`src/rtl/igv_pkg.sv`:
```
package igv_pkg;
   localparam int CLS_W  = 4;
   localparam int UNIT_W = 3;

   localparam logic [CLS_W-1:0] C_ALU  = 4'd0;
   localparam logic [CLS_W-1:0] C_SHF  = 4'd1;
   localparam logic [CLS_W-1:0] C_CMP  = 4'd2;
   localparam logic [CLS_W-1:0] C_LD   = 4'd3;
   localparam logic [CLS_W-1:0] C_ST   = 4'd4;
   localparam logic [CLS_W-1:0] C_BR   = 4'd5;
   localparam logic [CLS_W-1:0] C_CALL = 4'd6;
   localparam logic [CLS_W-1:0] C_FPS  = 4'd7;
   localparam logic [CLS_W-1:0] C_FPD  = 4'd8;
   localparam logic [CLS_W-1:0] C_SOLO = 4'd9;

   localparam logic [UNIT_W-1:0] U_NONE = 3'd0;
   localparam logic [UNIT_W-1:0] U_IEU0 = 3'd1;
   localparam logic [UNIT_W-1:0] U_IEU1 = 3'd2;
   localparam logic [UNIT_W-1:0] U_LSU  = 3'd3;
   localparam logic [UNIT_W-1:0] U_CTI  = 3'd4;
   localparam logic [UNIT_W-1:0] U_FPS  = 3'd5;
   localparam logic [UNIT_W-1:0] U_FPD  = 3'd6;
   localparam logic [UNIT_W-1:0] U_ALL  = 3'd7;

   // resources claimed by the lanes accepted so far
   typedef struct packed {
      logic       stop;
      logic       ieu0;
      logic       ieu1;
      logic       lsu;
      logic       cti;
      logic [1:0] nfps;
      logic [1:0] nfpd;
   } grp_state_t;
endpackage

```
`src/rtl/igv_lane.sv`:
```
module igv_lane
   import igv_pkg::*;
#(
   parameter int IDX       = 0,
   parameter int INT_SLOTS = 3,
   parameter int FP_PIPES  = 2
) (
   input  logic              vld,
   input  logic [CLS_W-1:0]  cls,
   input  grp_state_t        st_in,
   output logic              ok,
   output logic [UNIT_W-1:0] unit,
   output grp_state_t        st_out
);
   localparam bit         INT_OK = (IDX < INT_SLOTS);
   localparam bit         HEAD   = (IDX == 0);
   localparam logic [1:0] FP_LIM = 2'(FP_PIPES);

   always_comb begin
      ok     = 1'b0;
      unit   = U_NONE;
      st_out = st_in;
      if (!st_in.stop && vld) begin
         case (cls)
            C_ALU: begin
               if (INT_OK && !st_in.ieu0 && !st_in.ieu1) begin
                  ok = 1'b1; unit = U_IEU0; st_out.ieu0 = 1'b1;
               end else if (INT_OK && !st_in.ieu1) begin
                  ok = 1'b1; unit = U_IEU1; st_out.ieu1 = 1'b1;
               end
            end
            C_SHF: begin
               if (INT_OK && !st_in.ieu0 && !st_in.ieu1) begin
                  ok = 1'b1; unit = U_IEU0; st_out.ieu0 = 1'b1;
               end
            end
            C_CMP: begin
               if (INT_OK && !st_in.ieu1) begin
                  ok = 1'b1; unit = U_IEU1; st_out.ieu1 = 1'b1;
               end
            end
            C_LD, C_ST: begin
               if (INT_OK && !st_in.lsu) begin
                  ok = 1'b1; unit = U_LSU; st_out.lsu = 1'b1;
               end
            end
            C_BR: begin
               if (!st_in.cti) begin
                  ok = 1'b1; unit = U_CTI; st_out.cti = 1'b1;
               end
            end
            C_CALL: begin
               if (HEAD && !st_in.cti && !st_in.ieu1) begin
                  ok = 1'b1; unit = U_CTI;
                  st_out.cti  = 1'b1;
                  st_out.ieu1 = 1'b1;
               end
            end
            C_FPS: begin
               if (st_in.nfpd == 2'd0 && st_in.nfps < FP_LIM) begin
                  ok = 1'b1; unit = U_FPS; st_out.nfps = st_in.nfps + 2'd1;
               end
            end
            C_FPD: begin
               if (st_in.nfps == 2'd0 && st_in.nfpd < FP_LIM) begin
                  ok = 1'b1; unit = U_FPD; st_out.nfpd = st_in.nfpd + 2'd1;
               end
            end
            C_SOLO: begin
               if (HEAD) begin
                  ok = 1'b1; unit = U_ALL; st_out.stop = 1'b1;
               end
            end
            default: ;
         endcase
      end
      if (!ok) st_out.stop = 1'b1;
   end
endmodule

```
`src/rtl/igv_tally.sv`:
```
module igv_tally #(
   parameter int N  = 4,
   parameter int CW = $clog2(N + 1)
) (
   input  logic [N-1:0]  ok,
   output logic [CW-1:0] cnt
);
   always_comb begin
      cnt = '0;
      for (int i = 0; i < N; i++) cnt = cnt + CW'(ok[i]);
   end
endmodule

```
`src/rtl/issue_group_validator.sv`:
```
module issue_group_validator
   import igv_pkg::*;
#(
   parameter int LANES     = 4,
   parameter int INT_SLOTS = 3,
   parameter int FP_PIPES  = 2,
   localparam int CNT_W    = $clog2(LANES + 1)
) (
   input  logic                      clk,
   input  logic                      rst_n,
   input  logic                      in_vld,
   input  logic [LANES-1:0]          lane_vld,
   input  logic [LANES*CLS_W-1:0]    lane_cls,
   output logic                      out_vld,
   output logic [CNT_W-1:0]          out_count,
   output logic [LANES*UNIT_W-1:0]   out_unit
);
   if (LANES < 1 || LANES > 8) begin : g_bad_lanes
      $error("LANES must lie in 1..8");
   end
   if (INT_SLOTS < 1 || INT_SLOTS > LANES) begin : g_bad_int
      $error("INT_SLOTS must lie in 1..LANES");
   end
   if (FP_PIPES < 1 || FP_PIPES > 3) begin : g_bad_fp
      $error("FP_PIPES must lie in 1..3");
   end

   grp_state_t                st [LANES+1];
   logic [LANES-1:0]          lane_ok;
   logic [LANES*UNIT_W-1:0]   lane_unit;
   logic [CNT_W-1:0]          grp_cnt;

   assign st[0] = '0;

   for (genvar g = 0; g < LANES; g++) begin : g_lane
      igv_lane #(
         .IDX       (g),
         .INT_SLOTS (INT_SLOTS),
         .FP_PIPES  (FP_PIPES)
      ) u_lane (
         .vld    (lane_vld[g]),
         .cls    (lane_cls[g*CLS_W +: CLS_W]),
         .st_in  (st[g]),
         .ok     (lane_ok[g]),
         .unit   (lane_unit[g*UNIT_W +: UNIT_W]),
         .st_out (st[g+1])
      );
   end

   igv_tally #(.N(LANES), .CW(CNT_W)) u_tally (
      .ok  (lane_ok),
      .cnt (grp_cnt)
   );

   always_ff @(posedge clk or negedge rst_n) begin
      if (!rst_n) begin
         out_vld   <= 1'b0;
         out_count <= '0;
         out_unit  <= '0;
      end else begin
         out_vld   <= in_vld;
         out_count <= in_vld ? grp_cnt : '0;
         out_unit  <= in_vld ? lane_unit : '0;
      end
   end

   // ---- output decode used by the checks below ----
   logic [LANES-1:0] is_i0, is_i1, is_ls, is_ct, is_fs, is_fd, is_all, is_none;
   for (genvar g = 0; g < LANES; g++) begin : g_dec
      assign is_i0[g]   = out_unit[g*UNIT_W +: UNIT_W] == U_IEU0;
      assign is_i1[g]   = out_unit[g*UNIT_W +: UNIT_W] == U_IEU1;
      assign is_ls[g]   = out_unit[g*UNIT_W +: UNIT_W] == U_LSU;
      assign is_ct[g]   = out_unit[g*UNIT_W +: UNIT_W] == U_CTI;
      assign is_fs[g]   = out_unit[g*UNIT_W +: UNIT_W] == U_FPS;
      assign is_fd[g]   = out_unit[g*UNIT_W +: UNIT_W] == U_FPD;
      assign is_all[g]  = out_unit[g*UNIT_W +: UNIT_W] == U_ALL;
      assign is_none[g] = out_unit[g*UNIT_W +: UNIT_W] == U_NONE;

      a_r10_tail_none: assert property (@(posedge clk) disable iff (!rst_n)
         (out_count <= CNT_W'(g)) |-> is_none[g]);

      if (g > 0) begin : g_ord
         a_r5_ieu_order: assert property (@(posedge clk) disable iff (!rst_n)
            is_i0[g] |-> (is_i1[g-1:0] == '0));
      end
      if (g >= INT_SLOTS) begin : g_hi
         a_r3_int_slot: assert property (@(posedge clk) disable iff (!rst_n)
            !(is_i0[g] || is_i1[g] || is_ls[g]));
      end
   end

   a_r2_idle: assert property (@(posedge clk) disable iff (!rst_n)
      !in_vld |=> (!out_vld && out_count == '0));
   a_r4_one_ieu0: assert property (@(posedge clk) disable iff (!rst_n)
      $countones(is_i0) <= 1 && $countones(is_i1) <= 1);
   a_r6_solo_alone: assert property (@(posedge clk) disable iff (!rst_n)
      (|is_all) |-> (is_all[0] && out_count == CNT_W'(1)));
   a_r8_fp_mix: assert property (@(posedge clk) disable iff (!rst_n)
      !((|is_fs) && (|is_fd)));
   a_r9_one_lsu_cti: assert property (@(posedge clk) disable iff (!rst_n)
      $countones(is_ls) <= 1 && $countones(is_ct) <= 1);
   a_r10_full_chain: assert property (@(posedge clk) disable iff (!rst_n)
      (in_vld && !st[LANES].stop) |=> out_count == CNT_W'(LANES));
endmodule

```
`config.mk`:
```
export PLATFORM = sky130hd
export DESIGN_NAME = issue_group_validator
export DESIGN_NICKNAME = d
export VERILOG_FILES = /design/src/rtl/igv_pkg.sv /design/src/rtl/igv_lane.sv /design/src/rtl/igv_tally.sv /design/src/rtl/issue_group_validator.sv
export SDC_FILE = /design/constraint.sdc
export NUM_CORES = 1
export LEC_CHECK = 0
export BUFFER_PORTS_ARGS = -buffer_cell sky130_fd_sc_hd__buf_2
export CAP_MARGIN = 5
export CORE_ASPECT_RATIO = 0.6
export CORE_UTILIZATION = 52
export CTS_BUF_LIST = sky130_fd_sc_hd__clkbuf_4
export DETAILED_ROUTE_END_ITERATION = 8
export PLACE_DENSITY = 0.86
export RECOVER_POWER = 100
export SYNTH_ARGS = -nofsm -noshare
export SYNTH_HDL_FRONTEND = slang
export SYNTH_SLANG_ARGS = --single-unit
```
`constraint.sdc`:
```
create_clock -name clk -period 0.9 [get_ports clk]
set_input_delay 0.045 -clock clk [delete_from_list [all_inputs] [get_ports clk]]
set_output_delay 0.045 -clock clk [all_outputs]
set_load 0.01 [all_outputs]
```
==> results of run 1 <==
-- Yosys cell counts, types with 2 or more instances --
cell      number  area (sq um)
a22oi_2        2          25.0
a211oi_1       2          15.0
a31oi_1        3          18.8
a21oi_1       13          65.1
nand3_1        7          35.0
dfrtp_1       16           400
and2_1         4          25.0
nor4b_1        3          26.3
inv_1          4          15.0
nand4_1        2          12.5
and3b_1        3          26.3
o21ai_0        7          35.0
o31ai_1        2          15.0
o31a_1         2          17.5
nand3b_1       3          22.5
nor3b_1        3          22.5
nor3_1         7          35.0
a21o_1         4          30.0
nor2_1        22          82.6
buf_4          3          22.5
and3_1         2          12.5
buf_2          5          25.0
nor2b_1        6          37.5
ha_1           6          75.1
nand2_1       14          52.6
mux2i_1        3          30.0
-- through the flow --
stage                     setup TNS (ns)  worst slack, ns  hold slack [ns]  utilization (%)  cell area (sq um)
after floorplan                   -13.98            -2.21           -0.251                -               1580
after global placement            -17.18            -2.35          -0.0425             83.2               2190
after detailed placement          -18.60            -2.55          -0.0394             83.2               2190
-- cell families after synthesis --
family / count (synthesis) / share of synthesized area, %
adder cells (fa/ha/maj): 7 / 6.31
buffers and inverters: 12 / 4.15
flip-flops: 16 / 26.6
AO/OA/AOI/OAI: 48 / 22.2
XOR/XNOR: 1 / 0.581
multiplexers: 4 / 2.74
AND/OR/NAND/NOR: 93 / 37.4
==> metrics.md, run 1 <==
| Metric | Value |
|---|---|
| CTS Buffer Depth | 2 |
| Area of the mapped netlist | 1510 sq um |
| Placed insts | between 300 and 400 |
| Synth unique cells | between 50 and 60 |
| Cell row count | 14 |
| Mapped Cells | about 180 |
| TritonCTS buffer count | 3 |
| EDFF count, synth | 0 |
| Sequential share of the synthesized area | 26.6% |
| Die height | 43.7 um |
| Synth Flop Type | dfrtp_1 |
| Asr flop ratio synth | 100% |
| RePlAce Congestion | 0.991 |
| Clock Sinks | 16 |
| DP HPWL | 4030 um |
| Syn nets | 211 |
| Syn_area_per_cell | about 8.3 sq um |
| Status | did not finish |
| Post-CTS sizing | 66 |
| Die width | 71.5 um |
| Exit stage | 4_1_cts |
| CTS root buffer | clkbuf_4 |
| Initial core utilization | between 50% and 60% |
| Depth of the CTS H-tree | 1 |
| Port Buffer Count | 38 |
| Setup bufs post-CTS | 23 |
| Ports | 39 |
| Yosys warns | 0 |
| Log Error | [ERROR DPL-0038] Utilization greater than 100%, impossible to legalize |
| Hold-fix buffers, CTS | 2 |
| #FFs+latches synth | 16 |
==> run 2: changes to the inputs <==
--- a/config.mk
+++ b/config.mk
@@ -7,11 +7,9 @@
 export LEC_CHECK = 0
 export BUFFER_PORTS_ARGS = -buffer_cell sky130_fd_sc_hd__buf_2
 export CAP_MARGIN = 5
-export CORE_ASPECT_RATIO = 0.6
-export CORE_UTILIZATION = 52
-export CTS_BUF_LIST = sky130_fd_sc_hd__clkbuf_4
+export CORE_UTILIZATION = 37
 export DETAILED_ROUTE_END_ITERATION = 8
-export PLACE_DENSITY = 0.86
+export PLACE_DENSITY_LB_ADDON = 0.15
 export RECOVER_POWER = 100
 export SYNTH_ARGS = -nofsm -noshare
 export SYNTH_HDL_FRONTEND = slang
==> metrics.md, run 2 <==
| Metric | Value |
|---|---|
| Smallest setup slack after layout | -2.18 ns |
| Final Max Slew Viols | 0 |
| Setup WS pre-CTS | -2.49 ns |
| First-pass DRT Iterations | 4 |
| Synth unique cells | between 50 and 60 |
| DRC viols | 0 |
| DP HPWL | about 3700 um |
| Initial DRC count | between 70 and 80 |
| #FFs+latches synth | 16 |
| Die width | 65.8 um |
| Violated checks | setup timing |
| Placed insts | 322 |
| Number of flip-flops in the largest register | 12 |
| CP Max Fanout | 4 |
| Asr flop ratio synth | between 90% and 100% |
| Fin crit period | 3.08 ns |
| Syn nets | 211 |
| Most common cell in the netlist | nor2_1 |
| Ports | 39 |
| RSZ-0062 raised after global routing | true |
| Synth cell count leaders | nor2_1, dfrtp_1, nand2_1, a21oi_1 |
| TritonCTS buffer count | 3 |
| RePlAce Congestion | 0.883 |
| Commonest non-fill, non-tap cell in the layout | buf_4 |
| Switching Share | 29.7% |
| Area of the mapped netlist | 1510 sq um |
| Final Cycle Share | 343% |
| Crit end category | flip-flop |
| Area grow syn2layout | 81.3% |
| Startpoint Class | input port |
| Fin. Hold Viols | 0 |
| ANT nets after route | 0 |
| Port Buffer Count | 38 |
| Vias in the first global route | 1,837 |
| Largest regs | out_unit: 12 flops, out_count: 3 flops, out_vld: 1 flops |
| # setup viols final | 12 |
| Internal power | 1.46 mW |
| Final net count | 324 |
| Synth top area share | 26.6% |
| Combinational share of power | roughly 40% |
| Vias | 1,866 |
| Largest family of logic cells by synthesized area | simple AND/OR/NAND/NOR gates |
| Hold slack final | 0.0266 ns |
| Initial core utilization | approximately two fifths |
| Worst-margin pin slew | roughly 0.38 ns |
| Mapped Cells | 181 |
| Biggest register | out_unit |
| Area of the multi-input gates | approximately 1400 sq um |
| Sequential share of the synthesized area | 26.6% |
| CTS root buffer | clkbuf_8 |
| Synth Flop Type | dfrtp_1 |
| Cell taking the most area after synthesis | dfrtp_1 |
| Vias per cell | 5.49 |
| Core Area | 3770 sq um |
| Most frequent cells in the layout | buf_4, buf_6, dfrtp_1, clkbuf_1 |
| Clock transition at the registers of the reported paths | 0.06 ns |
| Syn_area_per_cell | about 8.3 sq um |
| Die height | 65.8 um |
| Status | finished with violations |
| GRT Total Usage | 24.0% |
| Leakage | ~1.2 nW |
| EDFF count, synth | 0 |
| Initial antenna violation count | 0 |
| Clock Sinks | 16 |
| DR WL/cell | 15.4 um |
| Yosys warns | 0 |
| Largest net degree at the start of global routing | 17 |
| Finished Core Util | 72.5% |
| Antenna cells | 0 |
| First-pass GRT wire length | 8050 um |
| Crit Path Category | input port to flip-flop |
| Depth of the CTS H-tree | 1 |
| Top cells by area, synth | dfrtp_1, nor2_1, ha_1, a21oi_1, nand2_1 |
| Cell row count | 22 |
| CP arrival | 3.22 ns |
| CTS Buffer Depth | 2 |
| Sequential share of power | 35.4% |
| Setup TNS | -14.14 ns |
| Post-Synth Adder-Cell Area | under 10% |
| Fmax | 324 MHz |
| P_sw | 0.615 mW |
| Worst path required time | between 1 and 1.5 ns |
| Max transition margin | 74.6% |
| Gr ovfl total | 0 |
| Storage element area | around 400 sq um |
| Max-Cap Viols | 0 |
| Share of total power in the clock network | 24.5% |
| Xor/xnor cell area share of the yosys netlist | 0.581% |
| Final wirelength | 5230 um |
| Synth Area in Compound Gates | 22.2% |
| Hold Crit Class | input port to flip-flop |
| CTS tree | yes |
| Simple-Gate Fraction of Synth Area | 37.4% |
| Ratio of cells with drive above 1 in the final layout | a little over half |
| Pwr dens | 758 nW/um^2 |
| Max VDD drop | 0.000438 V |
| Die area | between 4000 and 5000 sq um |
| Fillers | 282 |
| Mux contribution to synthesized area | ~2.7% |
| Final cell count without fillers | 340 |
run 2: final timing paths:
kind / startpoint / cells after the start / end / slack (ns)
setup / recovery: lane_cls[2] / 15 / out_count[0] / -2.18
max in group asynchronous: rst_n / 2 / out_count[2] / 0.37
hold / removal: in_vld / 1 / out_vld / 0.03
min in group asynchronous: rst_n / 2 / out_count[1] / 0.26
run 2: worst max-delay path, cell delays in order:
cell and delay, ns:
buf_12 0.10, o31a_1 0.33, nor3b_2 0.22, mux2_4 0.34, inv_4 0.06, ha_4 0.10
nand4bb_1 0.13, nor2_2 0.19, nand2_1 0.10, or4b_4 0.56, o32ai_4 0.16, nor4_4 0.09
nor3_2 0.20, fa_2 0.46, and2_4 0.14
run 2: power by group through the flow:
stage	clock network [mW]	registers (mW)	logic (mW)
6_report	0.507	0.734	0.831
5_1_grt	0.540	0.735	0.888
4_1_cts	0.508	0.733	0.731
3_5_place_dp	0	0.746	0.626
3_3_place_gp	0	0.746	0.605
2_1_floorplan	0	0.753	0.297
run 2: logic make-up (layout without fill, tap and decap cells):
| family | Yosys count | after routing |
|---|---|---|
| and+or+nand+nor | 93 | 93 |
| muxes | 4 | 4 |
| xor gates and xnor gates | 1 | 1 |
| adders and majority gates | 7 | 7 |
| AOI/OAI and AO/OA | 48 | 48 |
| DFF | 16 | 16 |
| buffers and inverters | 12 | 123 |
run 2: metal layers:
metal | GRT usage (%) | wire length [um] | vias to the layer above
met3 | 0.862 | 151 | 12
li1 | - | - | 902
met4 | 12.8 | 120 | 0
met5 | 0 | 0 | -
met2 | 44.5 | 2790 | 49
met1 | 27.5 | 2160 | 903
run 2: repair_timing:
action | 4_1_cts | 5_1_grt
endpoints found under the hold margin | 16 | 0
hold buffers | 1 | 0
cloned | 0 | 0
pin swaps | 18 | 30
resized for setup | 41 | 42
endpoints found under the setup margin | 12 | 12
buffers inserted | 19 | 11
run 2: layout make-up:
cell class              count  share of cell area, %
inverters                   4                  0.641
flip-flops and latches     16                   14.6
well taps                  48                   2.20
multi-input cells         153                   49.6
clock buffers               3                   1.51
repair buffers            116                   31.4
run 2: stage by stage:
step	cell area (sq um)	power, mW
after global placement	2230	1.35
final	2730	2.07
after CTS	2530	1.97
after floorplan	1580	1.05
after global routing	2730	2.16
after detailed placement	2230	1.37
Power figures use the tool's default switching activity.
